**src/rtl/cell_rate_sched.sv**
```systemverilog
module cell_rate_sched #(
  parameter int NPHY  = 4,
  parameter int RLD_W = 7,
  parameter int DIV_W = 12,
  localparam int SEL_W = $clog2(NPHY),
  localparam int CFG_W = RLD_W + 1
) (
  input  logic             clk,
  input  logic             rst_n,
  input  logic             cfg_we,
  input  logic [SEL_W-1:0] cfg_sel,
  input  logic [CFG_W-1:0] cfg_data,
  input  logic             div_we,
  input  logic [DIV_W-1:0] div_data,
  input  logic [NPHY-1:0]  ext_req,
  output logic [NPHY-1:0]  tx_req
);

  logic [DIV_W-1:0] div_q, pre_cnt;
  logic [DIV_W-1:0] pre_last;
  logic             tick;

  assign pre_last = (div_q > DIV_W'(1)) ? div_q - DIV_W'(1) : '0;
  assign tick     = !div_we && (pre_cnt == pre_last);

  always_ff @(posedge clk) begin
    if (!rst_n) begin
      div_q   <= '0;
      pre_cnt <= '0;
    end else if (div_we) begin
      div_q   <= div_data;
      pre_cnt <= '0;
    end else if (tick) begin
      pre_cnt <= '0;
    end else begin
      pre_cnt <= pre_cnt + DIV_W'(1);
    end
  end

  logic [NPHY-1:0]            mode_v;
  logic [NPHY-1:0][RLD_W-1:0] rld_v, cnt_v;

  for (genvar g = 0; g < NPHY; g++) begin : g_phy
    logic             mode, req, s1, s2, s3;
    logic [RLD_W-1:0] rld, cnt;
    logic             wr;

    assign wr = cfg_we && (cfg_sel == SEL_W'(g));

    always_ff @(posedge clk) begin
      if (!rst_n) begin
        mode <= 1'b0;
        rld  <= '0;
        cnt  <= '0;
        req  <= 1'b0;
        s1   <= 1'b0;
        s2   <= 1'b0;
        s3   <= 1'b0;
      end else begin
        s1 <= ext_req[g];
        s2 <= s1;
        s3 <= s2;
        if (wr) begin
          mode <= cfg_data[CFG_W-1];
          rld  <= cfg_data[RLD_W-1:0];
          cnt  <= cfg_data[RLD_W-1:0];
          req  <= 1'b0;
        end else if (!mode) begin
          cnt <= rld;
          req <= s2 && !s3;
        end else begin
          req <= tick && (cnt == '0);
          if (tick) cnt <= (cnt == '0) ? rld : cnt - RLD_W'(1);
        end
      end
    end

    assign tx_req[g] = req;
    assign mode_v[g] = mode;
    assign rld_v[g]  = rld;
    assign cnt_v[g]  = cnt;
  end

endmodule

```
**config.mk**
```make
export PLATFORM = sky130hd
export DESIGN_NAME = cell_rate_sched
export DESIGN_NICKNAME = d
export VERILOG_FILES = /design/src/rtl/cell_rate_sched.sv
export SDC_FILE = /design/constraint.sdc
export NUM_CORES = 1
export LEC_CHECK = 0
export ABC_AREA = 1
export ABC_CLOCK_PERIOD_IN_PS = 2950
export CAP_MARGIN = 20
export CELL_PAD_IN_SITES_DETAIL_PLACEMENT = 0
export CELL_PAD_IN_SITES_GLOBAL_PLACEMENT = 1
export CORE_MARGIN = 8
export CORE_UTILIZATION = 42
export CTS_CLUSTER_SIZE = 16
export DETAILED_ROUTE_END_ITERATION = 12
export PLACE_DENSITY_LB_ADDON = 0.1
export REMOVE_ABC_BUFFERS = 1
export SETUP_SLACK_MARGIN = 0.3
export SYNTH_ARGS = -nofsm -noshare
export SYNTH_HDL_FRONTEND = slang
export SYNTH_SLANG_ARGS = --single-unit
```
**constraint.sdc**
```tcl
create_clock -name clk -period 2.95 [get_ports clk]
set_input_delay 0.4425 -clock clk [delete_from_list [all_inputs] [get_ports clk]]
set_output_delay 0.4425 -clock clk [all_outputs]
set_load 0.02 [all_outputs]
```
## Word-level counts from Yosys, hierarchy flattened

Cells that the tools add are included.

- Register bits: 100
- Input bits: 30

- $add $sub $neg: 6
- Order comparisons: 1
- Equality and inequality tests: 8
- Muxes and demuxes: 21
- Bitwise operators: 1
- Reductions and logical operators: 28

Operators with widths:

| kind | count |
|---|---|
| $mux 7 | 16 |
| $logic_not 7->1 | 4 |
| $sub 7x1->7 const B | 4 |
| $logic_and 1x1->1 | 13 |
| $add 12x1->12 const B | 1 |
| $eq 12x12->1 | 1 |
| $gt 12x1->1 const B | 1 |
| $mux 12 | 1 |
| $ne 3x2->1 const B | 4 |
| $sub 12x1->12 const B | 1 |
| $reduce_or 2->1 | 4 |
| $logic_not 1->1 | 5 |
| $eq 2x2->1 const B | 2 |
| $mux 1 | 4 |
| $reduce_or 3->1 | 1 |
| $eq 2x1->1 const B | 1 |
| $logic_not 2->1 | 1 |
| $not 1->1 | 1 |

## Logic depth before layout (Yosys ltp)

Gate-level depths: netlist of the first run.

- Word-level depth: 7
- Mapped depth: 19
- Mapped depth without buffers: 16

## Worst setup path before layout of the first run

No wires, ideal clock.

- Kind: flip-flop to flip-flop
- Start: reg div_q[0]
- End: reg g_phy[1].cnt[3]
- Setup time: 0.113 ns
- Data arrival time: 2.021 ns
- Setup slack: 0.816 ns
- Stages on the path, launching flop included: 20
- Buffers on the path: 3
- Cells stage by stage: dfxtp_1 clkinv_1 ha_1 nor2_1 nor2_1 nand2_2 buf_6 nand3_1 nand2_1 nand2_1 nor2_1 nand2_1 nor2_1 nand2_1 buf_6 nand2_2 buf_6 nand2_1 nand2_1 nor2_1

- Cells in the longest elaborated chain, start to end: 5
- Elaborated cells between the ends (all ways): 6
- Classes of those cells: 1 x add/sub; 1 x order compare; 2 x eq/ne; 1 x mux; 1 x reduce/logical

RTL lines:

| what | RTL line | text |
|---|---|---|
| from (decl) | 19 | `logic [DIV_W-1:0] div_q, pre_cnt;` |
| from (signal assigned) | 31 | `div_q <= div_data;` |
| $sub 12x1->12 / $gt 12x1->1 (equally long branches) | 23 | `assign pre_last = (div_q > DIV_W'(1)) ? div_q - DIV_W'(1) : '0;` |
| $mux 12 (*) | 23 |  |
| $eq 12x12->1 (*) | 24 | `assign tick = !div_we && (pre_cnt == pre_last);` |
| $logic_and 1x1->1 (*) | 24 |  |
| $ne 3x2->1 (no source line) (*) | -- |  |
| to (signal assigned) | 66 | `cnt <= cfg_data[RLD_W-1:0];` |
| to (signal assigned) | 69 | `cnt <= rld;` |
| to (signal assigned) | 73 | `if (tick) cnt <= (cnt == '0) ? rld : cnt - RLD_W'(1);` |
| to (decl) | 45 | `logic [RLD_W-1:0] rld, cnt;` |

Mark *: on every way between the ends. The rest lies on a longest branch, timed or not.
A chain may end at the register's enable or synchronous reset.

## Final worst setup path of the first run

- Start: reg div_q[1]
- End: reg g_phy[3].cnt[2]

- Cells in the longest elaborated chain, start to end: 5
- Elaborated cells between the ends (all ways): 6
- Classes of those cells: 1 x add/sub; 1 x order compare; 2 x eq/ne; 1 x mux; 1 x reduce/logical

RTL lines:

| what | RTL line |
|---|---|
| $sub 12x1->12 / $gt 12x1->1 (equally long branches) | 23 |
| $mux 12 (*) | 23 |
| $eq 12x12->1 (*) | 24 |
| $logic_and 1x1->1 (*) | 24 |
| $ne 3x2->1 (no source line) (*) | -- |
| to (signal assigned) | 66 |
| to (signal assigned) | 69 |
| to (signal assigned) | 73 |
| to (decl) | 45 |

Marked as above.

==> impl_metrics.ini, run 1 <==
[status]
status = finished, final reports clean

[place]
portBuffers = 33
place.gp.congestion = 0.8171
placed_area_um2 = 5603
post-dp-hpwl_mm = 9.073

[cts]
cts_made_buffers = 9
htree_levels = 3
hold_buffers = 0
cts_sinks = 100
clk_latency_ns = 0.35
clkTransAtPathRegs_ns = 0.07
clock_path_buffers = 2
cts_setup_buffers = 0
root_buffer = clkbuf_16
cts_tree = done

[synth]
synth_cells = 798
yosysWarningCount = 0
yosysSeqAreaShare_pct = 38.61
synth_top_area_share_pct = 38.61
synth_area_leader_cell = dfxtp_1
yosys-top-cells-area = dfxtp_1, nand2_1, nor2_1
avgSynthCellArea_um2 = 6.497
synth_seq_cells = 100
synth.distinct_cells = 34
syn_area_um2 = 5185

[run]
max_cap_violations = 0

[grt]
track_usage_pct = 16.14
grt_max_degree = 80
grt_pass1_vias = 4608
grt_pass1_wl_mm = 21.20
grt.overflow.total = 0
antenna_found_initial = 0

[timing]
fin_crit_ns = 2.404
finalHoldViolCount = 0
maxSlewHeadroom_pct = 65.57
worst_pin_slew_ns = 0.5158
max_freq_mhz = 416.0
finalClockSkew_ns = 0.01088
rsz0062_at_grt = no
finalSetupTns_ns = 0
drv_slew = 0
fin_crit_sh_pct = 81.50
setup_viol = 0

[route]
ant_nets = 0
wl_mm = 12.69
drc = 0
vias = 4828
viasPerCell = 4.957
first_iter_violations = 346
routedWlPerCell_um = 13.03
firstDrtPassIters = 5

[finish]
seq_area_um2 = 2002
areaGrowthSynthToFinish_pct = 14.43
final_cell_mix = nand2_1, nor2_1, inv_1
stdcell_area_um2 = 5933
antennaDiodeCount = 0
finalNetCount = 860
multiInputGateArea_um2 = 2643
layout-drive-gt1-share_pct = 5.320
fillers = 1267
layout_commonest_cell = nand2_1

[worst_setup_path]
reg2reg_depth = 15
cp-start-kind = flop
path_buf_inv = 2
required_ns = 3.20
cp_cell_sequence = inv_1 -> ha_1 -> nor2_1 -> nor2_2 -> nand2_4 -> nand2_2 -> xor2_1 -> nand3_1 -> nor2_1 -> nand2_4 -> nand2_1 -> buf_4 -> nand2_1 -> nand2_1 -> nor2_1
cp_top_family = simple AND/OR/NAND/NOR gates
crit_fanout = 14
critical_path.slowest_cell = dfxtp_1
max_stage_delay_ns = 0.32
path_depth = 15
path_class = reg -> reg
arrival_ns = 2.65
end_kind = flop

[hold_path]
hold_path_class = reg -> reg
whs_path_depth = 2

[pwr]
power_density_nw_per_um2 = 527.7
power.leakage_nw = 2.835
vdd_drop_max_mv = 0.4255

[floorplan]
start_util_pct = 43.17
die_area_um2 = 16160
core_um2 = 12010
fp.dieW_um = 127.1
rows = 40
die_y_um = 127.1
io_pins = 34
[routing by layer]
layer | GRT usage, % | vias up | routed length [µm]
li1 | - | 2554 | -
met1 | 19.09 | 2173 | 5828
met2 | 27.47 | 84 | 6061
met3 | 3.952 | 17 | 548
met4 | 6.508 | 0 | 252
met5 | 0 | - | 0
[kinds of logic after synthesis]
family,after synthesis,synth area share (%)
AO/OA/AOI/OAI,112,11.68
buffers and inverters,136,10.98
XOR/XNOR,16,2.703
adder cells (fa/ha/maj),7,1.689
flip-flops,100,38.61
AND/OR/NAND/NOR,427,34.34
[power by group]
| group | total, mW | leakage, nW | internal (mW) | switching [mW] |
|---|---|---|---|---|
| combinational | 0.479 | 1.87 | 0.190 | 0.289 |
| clock | 1.20 | 0.151 | 0.698 | 0.505 |
| sequential | 1.45 | 0.816 | 1.41 | 0.0402 |
[metrics by stage]
step / power, mW / hold slack (ns) / setup WS (ns) / utilization [%] / cells
after floorplan: 1.791 / 0.3900 / 0.5287 / - / 770
final: 3.131 / 0.4121 / 0.5459 / 49.40 / 974
after global placement: 1.946 / 0.3943 / 0.3576 / 46.65 / 958
after detailed placement: 1.951 / 0.4009 / 0.2706 / 46.65 / 958
after CTS: 3.169 / 0.4208 / 0.4233 / 49.18 / 973
after global routing: 3.294 / 0.4343 / 0.2929 / 49.40 / 974
[registers in the layout, summed over array words and instances (netlist names)]
signal and cells:
g_phy.rld 28, pre_cnt 12, g_phy.cnt 28, g_phy.req 4
g_phy.s2 4, g_phy.mode 4, g_phy.s3 4, g_phy.s1 4
div_q 12
[path summary, 6_finish.rpt]
kind                             startpoint         endpoint  slack [ns]
worst max-delay path               div_q[1]  g_phy[3].cnt[2]        0.55
worst min-delay path            g_phy[3].s1      g_phy[3].s2        0.41
worst max register to register     div_q[1]  g_phy[3].cnt[2]        0.55
worst min register to register  g_phy[3].s1      g_phy[3].s2        0.41
[repair_timing]
item,CTS,global route
gates resized for setup,1,5
gates cloned,0,1
pin swaps,0,2
endpoints found under the hold margin,0,0
endpoints found under the setup margin,18,41
[layout make-up]
| class | instances | share of cell area, % |
|---|---|---|
| inverters | 108 | 6.833 |
| clock inverters | 4 | 0.8224 |
| clock buffers | 11 | 4.260 |
| multi-input cells | 563 | 44.54 |
| flip-flops and latches | 100 | 33.74 |
| repair buffers | 41 | 6.706 |
| well taps | 147 | 3.100 |
[Yosys cell counts]
master      n
nand4_1    12
buf_2       2
a31oi_1    10
clkinv_1    2
nand2_1   216
nor3_1     10
nand3b_1    8
buf_1       3
and3_1      2
buf_6       5
o22ai_1     3
xor2_1     14
buf_4       5
xnor2_1     2
a21oi_1    45
ha_1        7
nand3_1    34
o21ai_0    45
dfxtp_1   100
nor3_2      1
nor2_1    129
or2_2       5
nand3_2     1
o32ai_1     1
a311oi_1    2
o311ai_0    1
o21a_1      4
nand2_4     1
a32oi_1     1
nor2_4      1
inv_1     106
nor2_2      3
nand2_2     4
clkbuf_1   13
[worst min-delay path, cell delays in order (launching register included)]
cell,delay [ns]
dfxtp_1,0.31
nand2_1,0.05
inv_1,0.04
Power figures use the tool's default switching activity.
==> run 2, diff against run 1 <==
--- a/config.mk
+++ b/config.mk
@@ -6,12 +6,12 @@
 export NUM_CORES = 1
 export LEC_CHECK = 0
 export ABC_AREA = 1
-export ABC_CLOCK_PERIOD_IN_PS = 2950
+export ABC_CLOCK_PERIOD_IN_PS = 1930
 export CAP_MARGIN = 20
 export CELL_PAD_IN_SITES_DETAIL_PLACEMENT = 0
 export CELL_PAD_IN_SITES_GLOBAL_PLACEMENT = 1
 export CORE_MARGIN = 8
-export CORE_UTILIZATION = 42
+export CORE_UTILIZATION = 38
 export CTS_CLUSTER_SIZE = 16
 export DETAILED_ROUTE_END_ITERATION = 12
 export PLACE_DENSITY_LB_ADDON = 0.1
==> constraint.sdc (replaced) <==
create_clock -name clk -period 1.93 [get_ports clk]
set_input_delay 0.2895 -clock clk [delete_from_list [all_inputs] [get_ports clk]]
set_output_delay 0.2895 -clock clk [all_outputs]
set_load 0.02 [all_outputs]
==> run 2 against run 1 <==
  * The flow now finishes with violations (setup timing)
  * Flip-flop and latch count is the same
  * Combinational power is 97% higher
  * Non-clock buffer count up 70
  * Clock skew fell by 0.0062 ns
  * Utilization is 2.0 points higher
  * First-iteration DRC count is 30% lower
  * Critical path depth stayed put
  * Clock power increased by 69%
  * Highest routed layer unchanged
==> impl_metrics.ini, run 2 (synthesized netlist as in run 1, its figures left out) <==
[pwr]
power_density_nw_per_um2 = 759.2
combPwrFrac_pct = 18.2
p_sw_mw = 1.367
power.leakage_nw = 3.222
p_clk_share_pct = 39.2
internal_power_mw = 3.819
seqPwrFrac_pct = 42.7
swShare_pct = 26.36
vdd_drop_max_mv = 0.4067

[place]
place.gp.congestion = 0.8423
portBuffers = 33
post-dp-hpwl_mm = 10.42
dp_worst_setup_slack_ns = -0.4680

[timing]
setup_ws_ns = -0.2097
worst_pin_slew_ns = 0.5367
rsz0062_at_grt = yes
setup_viol = 44
finalHoldViolCount = 0
drv_slew = 0
fin_crit_ns = 2.140
maxSlewHeadroom_pct = 64.18
max_freq_mhz = 467.4
finalClockSkew_ns = 0.004674
fin_crit_sh_pct = 110.9

[floorplan]
core_um2 = 13300
start_util_pct = 39.00
die_y_um = 132.8
fp.dieW_um = 132.8
die_area_um2 = 17640
io_pins = 34
rows = 42

[finish]
finalNetCount = 931
layout_commonest_cell = nand2_1
final_util_pct = 51.37
areaGrowthSynthToFinish_pct = 31.73
antennaDiodeCount = 0
layout-drive-gt1-share_pct = 17.91
final_cell_mix = nand2_1, nor2_1, inv_1
reg.largest.list = g_phy.cnt (28), g_phy.rld (28)

[status]
status = finished with violations
violations = setup timing

[grt]
track_usage_pct = 16.46
grt.overflow.total = 0
grt_pass1_vias = 4986
grt_max_degree = 31
antenna_found_initial = 0
grt_pass1_wl_mm = 23.66

[cts]
cts_made_buffers = 9
root_buffer = clkbuf_16
cts_tree = done
clkTransAtPathRegs_ns = 0.07
clock_path_buffers = 2
htree_levels = 3
cts_sinks = 100
clk_latency_ns = 0.35

[worst_setup_path]
cp-start-kind = flop
reg2reg_from = div_q[1]
reg2reg_depth = 15
required_ns = 2.22
path_class = reg -> reg
arrival_ns = 2.43
reg2reg_slack_ns = -0.21
end_kind = flop
worstSetupStartpoint = div_q[1]
timing.rr.end = g_phy[1].cnt[5]
crit_fanout = 6

[route]
vias = 5138
drc = 0
first_iter_violations = 243
viasPerCell = 4.780
routedWlPerCell_um = 13.36
ant_nets = 0
firstDrtPassIters = 6
wl_mm = 14.36

[hold_path]
hold_end = g_phy[1].cnt[1]
whs_path_depth = 3
worstHoldStart = rst_n
hold_path_class = in -> reg

[run]
max_cap_violations = 0
[run 2: cell type report]
class | count | area [µm²]
fill | 1353 | 6465
sequential | 100 | 2012
timing repair buffer | 111 | 994.7
multi-input combinational | 564 | 2848
clock buffer | 13 | 270.3
clock inverter | 3 | 67.56
tap | 176 | 220.2
inverter | 108 | 417.9
[run 2: per-stage QoR]
step	cells	total power, mW	hold WS (ns)	TNS [ns]	cell area, µm²
detailed placement	1049	3.103	0.4054	-17.92	6130
finish	1075	5.186	0.2958	-6.502	6830
floorplan	770	2.737	0.3830	-14.67	5021
global placement	1049	3.092	0.3924	-17.02	6130
CTS	1070	5.206	0.2942	-5.005	6608
global route	1075	5.462	0.3175	-14.32	6830
[run 2: power by group through the flow]
stage,Combinational [mW],Sequential (mW),Clock (mW)
3_3_place_gp,0.842,2.25,0
5_1_grt,1.06,2.22,2.18
2_1_floorplan,0.489,2.25,0
6_report,0.942,2.21,2.03
4_1_cts,0.906,2.21,2.09
3_5_place_dp,0.850,2.25,0
[run 2: worst max-delay path, stage by stage (launching register included)]
cell and delay, ns:
dfxtp_2 0.33, inv_4 0.08, ha_4 0.16, nor2_4 0.05, nor2_4 0.20, nand2_4 0.11, nand2_2 0.08, xor2_1 0.18
nand3_1 0.11, nor2_2 0.12, nand2_2 0.10, buf_12 0.17, buf_6 0.12, nand3b_1 0.08, nand2_1 0.07, nor2_1 0.11
[run 2: how the worst max path moves through the flow]
| stage | end | slack [ns] |
|---|---|---|
| floorplan | g_phy[3].cnt[0] | -0.49 |
| global placement | g_phy[2].req | -0.47 |
| detailed placement | g_phy[3].cnt[4] | -0.47 |
| CTS | g_phy[3].cnt[4] | -0.18 |
| global route | g_phy[3].cnt[1] | -0.39 |
| finish | g_phy[1].cnt[5] | -0.21 |
[run 2: what timing repair did]
item / in CTS / in global routing
resized for setup: 29 / 44
hold buffers: 0 / 0
setup endpoints to repair: 44 / 55
setup buffers: 3 / 3
pin swaps: 9 / 17
gates cloned: 2 / 2
[run 2: layer usage]
layer,GRT usage (%),vias up,part of all wire (%),routed length (µm)
met4,7.192,0,2.5,353
met3,2.687,17,2.5,359
met2,29.83,59,51,7335
li1,-,2701,-,-
met5,0,-,0,0
met1,18.51,2361,44,6311
